### src/rtl/fan_mon_pkg.sv
package fan_mon_pkg;
  localparam int NUM_FANS = 3;
  localparam int REG_W    = 8;

  localparam logic [REG_W-1:0] IDX_ENABLE = 8'h90;
  localparam logic [REG_W-1:0] IDX_STICKY = 8'h91;
  localparam logic [REG_W-1:0] IDX_LIVE   = 8'h92;

  typedef enum logic [1:0] {
    SEL_NONE   = 2'd0,
    SEL_ENABLE = 2'd1,
    SEL_STICKY = 2'd2,
    SEL_LIVE   = 2'd3
  } reg_sel_e;

  function automatic reg_sel_e decode_idx(input logic [REG_W-1:0] idx);
    case (idx)
      IDX_ENABLE: decode_idx = SEL_ENABLE;
      IDX_STICKY: decode_idx = SEL_STICKY;
      IDX_LIVE:   decode_idx = SEL_LIVE;
      default:    decode_idx = SEL_NONE;
    endcase
  endfunction
endpackage

### src/rtl/fan_chan_timer.sv
module fan_chan_timer #(
  parameter int CNT_W       = 16,
  parameter int TO_W        = 8,
  parameter int DUTY_W      = 8,
  parameter int STALL_TICKS = 3000
) (
  input  logic              clk,
  input  logic              rst_n,
  input  logic              tick,
  input  logic [CNT_W-1:0]  tach_count,
  input  logic [CNT_W-1:0]  count_limit,
  input  logic [TO_W-1:0]   timeout,
  input  logic [DUTY_W-1:0] duty,
  input  logic              tach_pulse,
  output logic              fault
);
  localparam int SLOW_W  = TO_W + 1;
  localparam int STALL_W = $clog2(STALL_TICKS + 2);
  localparam logic [SLOW_W-1:0]  SLOW_ONE  = SLOW_W'(1);
  localparam logic [STALL_W-1:0] STALL_ONE = STALL_W'(1);
  localparam logic [STALL_W-1:0] STALL_LIM = STALL_W'(STALL_TICKS);

  logic [SLOW_W-1:0]  slow_cnt_q, slow_cnt_d;
  logic [STALL_W-1:0] stall_cnt_q, stall_cnt_d;
  logic [SLOW_W-1:0]  tmo_ext;
  logic               slow_now, run_cmd;
  logic               slow_flt, stall_flt;
  logic               slow_en, stall_en;

  assign tmo_ext  = {1'b0, timeout};
  assign slow_now = (tach_count > count_limit);
  assign run_cmd  = (duty != '0);

  // Slow-fan timer: cleared when healthy, saturates at timeout+1
  always_comb begin
    slow_en    = 1'b0;
    slow_cnt_d = slow_cnt_q;
    if (!slow_now) begin
      slow_en    = 1'b1;
      slow_cnt_d = '0;
    end else if (tick && (slow_cnt_q <= tmo_ext)) begin
      slow_en    = 1'b1;
      slow_cnt_d = slow_cnt_q + SLOW_ONE;
    end
  end

  always_ff @(posedge clk or negedge rst_n) begin
    if (!rst_n)
      slow_cnt_q <= '0;
    else if (slow_en)
      slow_cnt_q <= slow_cnt_d;
  end

  // Stall timer: restarted by a tach edge or zero duty, saturates at limit+1
  always_comb begin
    stall_en    = 1'b0;
    stall_cnt_d = stall_cnt_q;
    if (tach_pulse || !run_cmd) begin
      stall_en    = 1'b1;
      stall_cnt_d = '0;
    end else if (tick && (stall_cnt_q <= STALL_LIM)) begin
      stall_en    = 1'b1;
      stall_cnt_d = stall_cnt_q + STALL_ONE;
    end
  end

  always_ff @(posedge clk or negedge rst_n) begin
    if (!rst_n)
      stall_cnt_q <= '0;
    else if (stall_en)
      stall_cnt_q <= stall_cnt_d;
  end

  assign slow_flt  = slow_now && (slow_cnt_q > tmo_ext);
  assign stall_flt = run_cmd && (stall_cnt_q > STALL_LIM);
  assign fault     = slow_flt | stall_flt;
endmodule

### src/rtl/fan_evt_regs.sv
module fan_evt_regs
  import fan_mon_pkg::*;
#(
  parameter int NUM_FANS = fan_mon_pkg::NUM_FANS
) (
  input  logic                clk,
  input  logic                rst_n,
  input  logic [NUM_FANS-1:0] live,
  input  logic                reg_wr,
  input  logic [REG_W-1:0]    reg_addr,
  input  logic [REG_W-1:0]    reg_wdata,
  output logic [REG_W-1:0]    reg_rdata,
  output logic [NUM_FANS-1:0] en_q,
  output logic [NUM_FANS-1:0] sts_q,
  output logic                pme_n
);
  localparam int PAD_W = REG_W - NUM_FANS;

  reg_sel_e            sel;
  logic [NUM_FANS-1:0] en_d, sts_d, live_prev_q;
  logic [NUM_FANS-1:0] set_vec, clr_vec, wbits;
  logic                en_we, sts_we;
  logic                unused_wdata_hi;

  assign sel             = decode_idx(reg_addr);
  assign wbits           = reg_wdata[NUM_FANS-1:0];
  assign unused_wdata_hi = ^reg_wdata[REG_W-1:NUM_FANS];

  assign set_vec = live & ~live_prev_q;
  assign clr_vec = (reg_wr && (sel == SEL_STICKY)) ? wbits : '0;

  always_comb begin
    en_we = reg_wr && (sel == SEL_ENABLE);
    en_d  = en_q;
    if (en_we)
      en_d = wbits;
  end

  always_comb begin
    sts_we = (|set_vec) || (|clr_vec);
    sts_d  = (sts_q & ~clr_vec) | set_vec;
  end

  always_ff @(posedge clk or negedge rst_n) begin
    if (!rst_n) begin
      en_q        <= '0;
      sts_q       <= '0;
      live_prev_q <= '0;
    end else begin
      if (en_we)
        en_q <= en_d;
      if (sts_we)
        sts_q <= sts_d;
      live_prev_q <= live;
    end
  end

  always_comb begin
    case (sel)
      SEL_ENABLE: reg_rdata = {{PAD_W{1'b0}}, en_q};
      SEL_STICKY: reg_rdata = {{PAD_W{1'b0}}, sts_q};
      SEL_LIVE:   reg_rdata = {{PAD_W{1'b0}}, live};
      default:    reg_rdata = '0;
    endcase
  end

  assign pme_n = ~|(en_q & sts_q);
endmodule

### src/rtl/fan_fault_wake.sv
module fan_fault_wake
  import fan_mon_pkg::*;
#(
  parameter int NUM_FANS    = fan_mon_pkg::NUM_FANS,
  parameter int CNT_W       = 16,
  parameter int TO_W        = 8,
  parameter int DUTY_W      = 8,
  parameter int STALL_TICKS = 3000
) (
  input  logic                       clk,
  input  logic                       rst_n,
  input  logic                       tick,
  input  logic [NUM_FANS*CNT_W-1:0]  tach_count,
  input  logic [NUM_FANS*CNT_W-1:0]  count_limit,
  input  logic [NUM_FANS*TO_W-1:0]   timeout,
  input  logic [NUM_FANS*DUTY_W-1:0] duty,
  input  logic [NUM_FANS-1:0]        tach_pulse,
  input  logic [REG_W-1:0]           reg_addr,
  input  logic                       reg_wr,
  input  logic [REG_W-1:0]           reg_wdata,
  output logic [REG_W-1:0]           reg_rdata,
  output logic                       pme_n
);
  logic [NUM_FANS-1:0] live_vec;
  logic [NUM_FANS-1:0] en_vec;
  logic [NUM_FANS-1:0] sts_vec;

  for (genvar g = 0; g < NUM_FANS; g++) begin : g_chan
    fan_chan_timer #(
      .CNT_W      (CNT_W),
      .TO_W       (TO_W),
      .DUTY_W     (DUTY_W),
      .STALL_TICKS(STALL_TICKS)
    ) u_timer (
      .clk        (clk),
      .rst_n      (rst_n),
      .tick       (tick),
      .tach_count (tach_count[g*CNT_W +: CNT_W]),
      .count_limit(count_limit[g*CNT_W +: CNT_W]),
      .timeout    (timeout[g*TO_W +: TO_W]),
      .duty       (duty[g*DUTY_W +: DUTY_W]),
      .tach_pulse (tach_pulse[g]),
      .fault      (live_vec[g])
    );
  end

  fan_evt_regs #(
    .NUM_FANS(NUM_FANS)
  ) u_regs (
    .clk      (clk),
    .rst_n    (rst_n),
    .live     (live_vec),
    .reg_wr   (reg_wr),
    .reg_addr (reg_addr),
    .reg_wdata(reg_wdata),
    .reg_rdata(reg_rdata),
    .en_q     (en_vec),
    .sts_q    (sts_vec),
    .pme_n    (pme_n)
  );
endmodule

### config.mk
export PLATFORM = sky130hd
export DESIGN_NAME = fan_fault_wake
export DESIGN_NICKNAME = d
export VERILOG_FILES = /design/src/rtl/fan_mon_pkg.sv /design/src/rtl/fan_chan_timer.sv /design/src/rtl/fan_evt_regs.sv /design/src/rtl/fan_fault_wake.sv
export SDC_FILE = /design/constraint.sdc
export NUM_CORES = 1
export LEC_CHECK = 0
export ABC_AREA = 1
export CAP_MARGIN = 20
export CORE_MARGIN = 1
export CORE_UTILIZATION = 46
export CTS_CLUSTER_DIAMETER = 150
export DETAILED_ROUTE_END_ITERATION = 7
export HOLD_SLACK_MARGIN = 0.15
export PLACE_DENSITY = 0.86
export SLEW_MARGIN = 20
export SYNTH_ARGS = -nofsm -noshare
export SYNTH_HDL_FRONTEND = slang
export SYNTH_HIERARCHICAL = 1
export SYNTH_SLANG_ARGS = --single-unit
### constraint.sdc
create_clock -name clk -period 2 [get_ports clk]
set_clock_uncertainty 0.05 [all_clocks]
set_input_delay 0.2 -clock clk [delete_from_list [all_inputs] [get_ports clk]]
set_output_delay 0.2 -clock clk [all_outputs]
set_load 0.1 [all_outputs]
## After elaboration in Yosys (flattened, before gate mapping)

Index checks and enable logic that the tools add are counted.

- $add $sub $neg: 6
- Eq/ne operators: 9
- Order comparisons: 15
- Multiplexer cells: 27
- Bitwise gates (word level): 9
- Reduce and logical (&&, ||, !) cells: 37

Operators by type and width:

| kind | number |
|---|---|
| 12-bit two-way mux | 6 |
| 9-bit two-way mux | 6 |
| 16-bit greater-than comparator | 3 |
| 12-bit by 1-bit adder with 12-bit output, second input constant | 3 |
| 12-bit greater-than comparator, second input constant | 3 |
| 12-bit less-or-equal comparator, second input constant | 3 |
| 9-bit by 1-bit adder with 9-bit output, second input constant | 3 |
| 9-bit by 8-bit greater-than comparator with 1-bit output | 3 |
| 9-bit by 8-bit less-or-equal comparator with 1-bit output | 3 |
| 8-bit equality test, second input constant | 3 |
| 8-bit nonzero test | 3 |
| 1-bit logical AND | 14 |
| 1-bit two-way mux | 12 |
| 2-bit AND reduction | 6 |
| 3-bit bitwise AND | 3 |
| 3-bit case mux with 3 select lines | 1 |
| 3-bit OR reduction | 3 |
| 2-bit != test, second input constant | 3 |
| 3-bit NOT | 2 |
| 2-bit case mux with 3 select lines | 1 |
| 2-bit nonzero test | 3 |
| 2-bit equality test, second input constant | 2 |
| 1-bit logical NOT | 4 |
| 1-bit logical OR | 4 |
| 4 further kinds | 6 |

- Bits of input ports: 167
- Output and inout bits: 9
- Flip-flop bits (word level): 72

## Depth between registers and ports, before layout

- Word-level depth: 8
- Mapped depth: 15

## By module

Netlist, hierarchy kept.

Modules (own cells, without submodules):

| module | cells each | seq. area each (um2) | instances | area each (um2) |
|---|---|---|---|---|
| fan_chan_timer at g_chan[0].u_timer ... | 318 | 525.5 | 2 | 2104.5 |
| fan_chan_timer at g_chan[1].u_timer | 317 | 525.5 | 1 | 2079.5 |
| fan_evt_regs | 68 | 225.2 | 1 | 518.0 |

## Worst setup path after synthesis

OpenSTA, ideal clock, no wires.

- Path type: reg2out
- Start: reg g_chan[0].u_timer.slow_cnt_q[5]
- End: out reg_rdata[0]
- Arrival time: 2353 ps
- Cell stages (with the launch flop): 13
- Data required time: 1750 ps
- Path slack: -603 ps
- Cells stage by stage: dfrtp_1 ha_1 inv_1 nor2_1 nand2_2 nor2_4 nand2_1 nand2_1 nand2_2 buf_6 o21ai_0 nand3_1 nand3_1

- Word-level cells in the longest chain between the ends: 4

RTL lines:

| element | RTL line | source |
|---|---|---|
| start, declared | fan_chan_timer.sv:23 | `logic [SLOW_W-1:0] slow_cnt_q, slow_cnt_d;` |
| start signal, assigned | fan_chan_timer.sv:51 | `slow_cnt_q <= slow_cnt_d;` |
| 9-bit by 8-bit greater-than comparator with 1-bit output | fan_chan_timer.sv:74 | `assign slow_flt = slow_now && (slow_cnt_q > tmo_ext);` |
| 1-bit logical AND | fan_chan_timer.sv:74 |  |
| 1-bit OR | fan_chan_timer.sv:76 | `assign fault = slow_flt \| stall_flt;` |
| named net live_vec[0] | fan_fault_wake.sv:24 | `logic [NUM_FANS-1:0] live_vec;` |
| 3-bit case mux with 3 select lines | fan_evt_regs.sv:59 | `case (sel)` |
| end, declared | fan_fault_wake.sv:21 | `output logic [REG_W-1:0] reg_rdata,` |

The timed path passes the listed nets, and every way through them passes these cells.

## Final worst setup path

- Start: reg g_chan[2].u_timer.slow_cnt_q[5]
- End: out reg_rdata[2]

- Word-level cells in the longest chain between the ends: 4

RTL lines:

| element | RTL line |
|---|---|
| start, declared | fan_chan_timer.sv:23 |
| start signal, assigned | fan_chan_timer.sv:51 |
| 9-bit by 8-bit greater-than comparator with 1-bit output | fan_chan_timer.sv:74 |
| 1-bit logical AND | fan_chan_timer.sv:74 |
| 1-bit OR | fan_chan_timer.sv:76 |
| named net live_vec[2] | fan_fault_wake.sv:24 |
| 3-bit case mux with 3 select lines | fan_evt_regs.sv:59 |

The timed path passes the listed nets, and every way through them passes these cells.

==> summary.txt <==
Min path
  • HP Start: tick
  • Hold endpoint: g_chan[0].u_timer/slow_cnt_q[3]$_DFFE_PN0P_
  • HP Class: in2reg
  • WHS Path Cells: 5

Drt
  • Met3 routed WL: 915 µm
  • Drt pass-1 iters: 5
  • Routed len/inst: 11.8 µm
  • Remaining DRCs: 0
  • Met2 wire length: 8.66 mm
  • Vias: 6,978
  • Initial DRC count: 338
  • DR vias/cell: 4.86
  • Final WL: 16.9 mm
  • Wl on met1: 7.11 mm
  • DR top layer: met4
  • Post-route ant nets: 0

Final layout
  • Share of layout cells above drive strength 1: 15.7%
  • Fill cells: 1,178
  • Sequential Area: 0.00180 mm²
  • Most common cell after layout, fill and taps aside: nand2_1
  • Antenna cell count: 0
  • Final non-filler cell area: 0.00971 mm²
  • Multi-input logic area: 0.00446 mm²
  • Most frequent cells in the layout: nand2_1, inv_1, clkdlybuf4s50_1
  • Syn-to-layout area delta: 42.7%
  • NumNets Final: 1,495
  • Post-Layout Cell Count: 1,436

Flow run
  • Max-cap violation count: 0

CTS
  • Clock sinks: 72
  • H-tree depth: 3
  • CTS tree: done
  • Clk buf depth: 2
  • Root Buffer: clkbuf_16
  • Clock slew at reported path FFs: 0.06 ns
  • Latest clock arrival within the worst-skew pair: 0.33 ns
  • Cts bufs inserted: 9

Floorplanning
  • Core area: 0.0145 mm²
  • Std-Cell Rows: 44
  • Die width: 124 µm
  • IO Count: 176
  • Initial cell density of the core: 47.0%
  • Die Y: 124 µm
  • Die area: 0.0153 mm²

STA
  • Slew Viols, Final: 0
  • Fin crit share: 121%
  • Final min period: 2.41 ns
  • RSZ-0062 raised after global routing: true
  • Final Hold Violating Endpoints: 0
  • FMAX: 414 MHz
  • # setup viols final: 3
  • Total Neg Setup Slack: -1.08 ns
  • Final setup margin: -0.414 ns

Global route
  • Initial antenna violation count: 0
  • GR Util All Layers: 22.8%
  • Vias in the first global route: 6,689
  • First-pass GRT wire length: 27.9 mm
  • Gr ovfl total: 0
  • Largest net degree at the start of global routing: 73

Status
  • Outcome: finished, violations left
  • Failing checks: setup timing

Placement
  • Area post-placement: 0.00909 mm²
  • Hpwl dp: 13.2 mm
  • Placer Congestion: 0.888
  • Placed cells: 1,410
  • Port Buffers: 165

Yosys
  • Mapped Area: 0.00681 mm²
  • Ranking of synthesized cells by area: dfrtp_1, nand2_1, ha_1
  • Syn Inst Count: 1,021
  • Count of cell types in the netlist: 32
  • Synth warnings: 6
  • Synth Area per Inst: 6.67 µm²
  • Post-synth top area cell: dfrtp_1
  • Share of the synthesized area in the top cell type: 26.5%
  • Seq/Total Area, Yosys: 26.5%
  • Flops & latches, synth: 72

Worst setup path
  • CP Capture Type: output pin
  • Reg2reg end: g_chan[2].u_timer/slow_cnt_q[1]$_DFFE_PN0P_
  • Critical path class: reg2out
  • Critical-path maximum fanout: 5
  • Reg2reg setup slack: 0.02 ns
  • CP Data Required Time: 1.75 ns
  • Arrival time at the worst endpoint: 2.16 ns
  • CP Launch Type: register
  • R2R Path Start: g_chan[2].u_timer/slow_cnt_q[5]$_DFFE_PN0P_
  • Worst Reg-to-Reg Cells: 14

Power
  • Cell Pwr Density: 463 mW/mm²
  • Combinational share of power: 26.6%
  • Max rail drop VDD: 0.371 mV
  • Clock network fraction of total power: 38.5%
  • Sw frac: 28.0%
  • Reg power frac: 34.9%
  • Pleak: 4.95 nW
  • Internal power: 0.00324 W
  • Total power: 0.00450 W
  • Sw power: 0.00126 W
state kept, by name, summed over array words and instances, names as in the netlist:
| signal | flops |
|---|---|
| u_regs/sts_q | 3 |
| u_regs/live_prev_q | 3 |
| u_regs/en_q | 3 |
| g_chan.u_timer/slow_cnt_q | 27 |
| g_chan.u_timer/stall_cnt_q | 36 |
how the worst max path moves through the flow:
stage	from	to	slack (ns)	cells after the start
after floorplan	g_chan[0].u_timer/slow_cnt_q[5]$_DFFE_PN0P_	reg_rdata[0]	-0.21	12
after global placement	count_limit[23]	reg_rdata[1]	-0.43	14
after detailed placement	count_limit[15]	reg_rdata[0]	-0.54	14
after CTS	g_chan[2].u_timer/slow_cnt_q[5]$_DFFE_PN0P_	reg_rdata[2]	-0.38	12
after global routing	g_chan[2].u_timer/slow_cnt_q[5]$_DFFE_PN0P_	reg_rdata[2]	-0.52	12
final	g_chan[2].u_timer/slow_cnt_q[5]$_DFFE_PN0P_	reg_rdata[2]	-0.41	12
cell usage after synthesis:
cell type and n:
nor3_1 9, nand2_2 11, dfrtp_1 72, nand3_2 11, inv_1 174, conb_1 1, a22o_1 1, nand2_1 283
nor2_1 117, ha_1 81, nand4_2 2, and2_1 3, nand3_1 100, clkbuf_1 1, inv_2 5, buf_4 7
or2_2 3, and3_2 1, clkinv_1 2, xnor2_1 9, nor2_2 11, buf_2 7, xor2_1 18, a21o_1 3
o21ai_0 9, nand4_1 23, a21oi_2 2, o21ai_1 3, nor3_2 3, a21oi_1 35, nor2_4 6, buf_6 8
metrics by stage:
stage                     util, %  hold WS [ns]  setup WS [ns]
after global routing         67.1         0.395         -0.517
final                        67.1         0.373         -0.414
after global placement       62.8         0.212         -0.430
after floorplan                 -        -0.146         -0.214
after detailed placement     62.8         0.211         -0.538
after CTS                    65.5         0.350         -0.376
power groups by stage:
stage	logic, W	clock network (W)	registers, W
6_report	0.00119	0.00173	0.00157
5_1_grt	0.00135	0.00183	0.00158
4_1_cts	0.00115	0.00176	0.00157
3_5_place_dp	0.00114	0	0.00160
3_3_place_gp	0.00110	0	0.00159
2_1_floorplan	0.000577	0	0.00159
cells by family after synthesis:
| group | Yosys count | synth area share, % |
|---|---|---|
| and+or+nand+nor | 583 | 38.3 |
| buffers and inverters | 204 | 12.6 |
| xor gates and xnor gates | 27 | 3.47 |
| other | 1 | 0.0551 |
| AOI/OAI and AO/OA | 53 | 4.17 |
| DFF | 72 | 26.5 |
| adders and majority gates | 81 | 14.9 |
worst max-delay path, cell delays in order (launching register included):
cell and delay [ns]:
dfrtp_1 0.40, ha_1 0.30, inv_2 0.04, nor2_4 0.09
nand2_2 0.08, nor2_4 0.12, nand2_2 0.06, nand2_2 0.09
nand2_4 0.08, o21ai_4 0.19, nand3_2 0.12, nand3_4 0.09
buf_12 0.17
per-layer routing:
metal | global-route usage (%) | vias to the layer above
met2 | 41.8 | 188
li1 | - | 3639
met3 | 4.90 | 22
met4 | 5.87 | 0
met1 | 26.6 | 3129
met5 | 0 | -
what timing repair did:
action                                  in CTS  in global routing
endpoints found under the setup margin       3                 14
gates cloned                                 0                  1
hold endpoints to repair                    72                  0
hold buffers                                 1                  0
pin swaps                                   10                 23
gates resized for setup                     13                 41
setup buffers                                2                  6
cell type report:
cell class | count | area share, %
Multi-Input combinational cell | 749 | 45.9
Sequential cell | 72 | 18.6
Clock buffer | 10 | 2.46
Timing Repair Buffer | 234 | 22.9
Tap cell | 184 | 2.37
Inverter | 181 | 7.00
Clock inverter | 6 | 0.850
No activity file was read; power rests on OpenSTA's default activity.
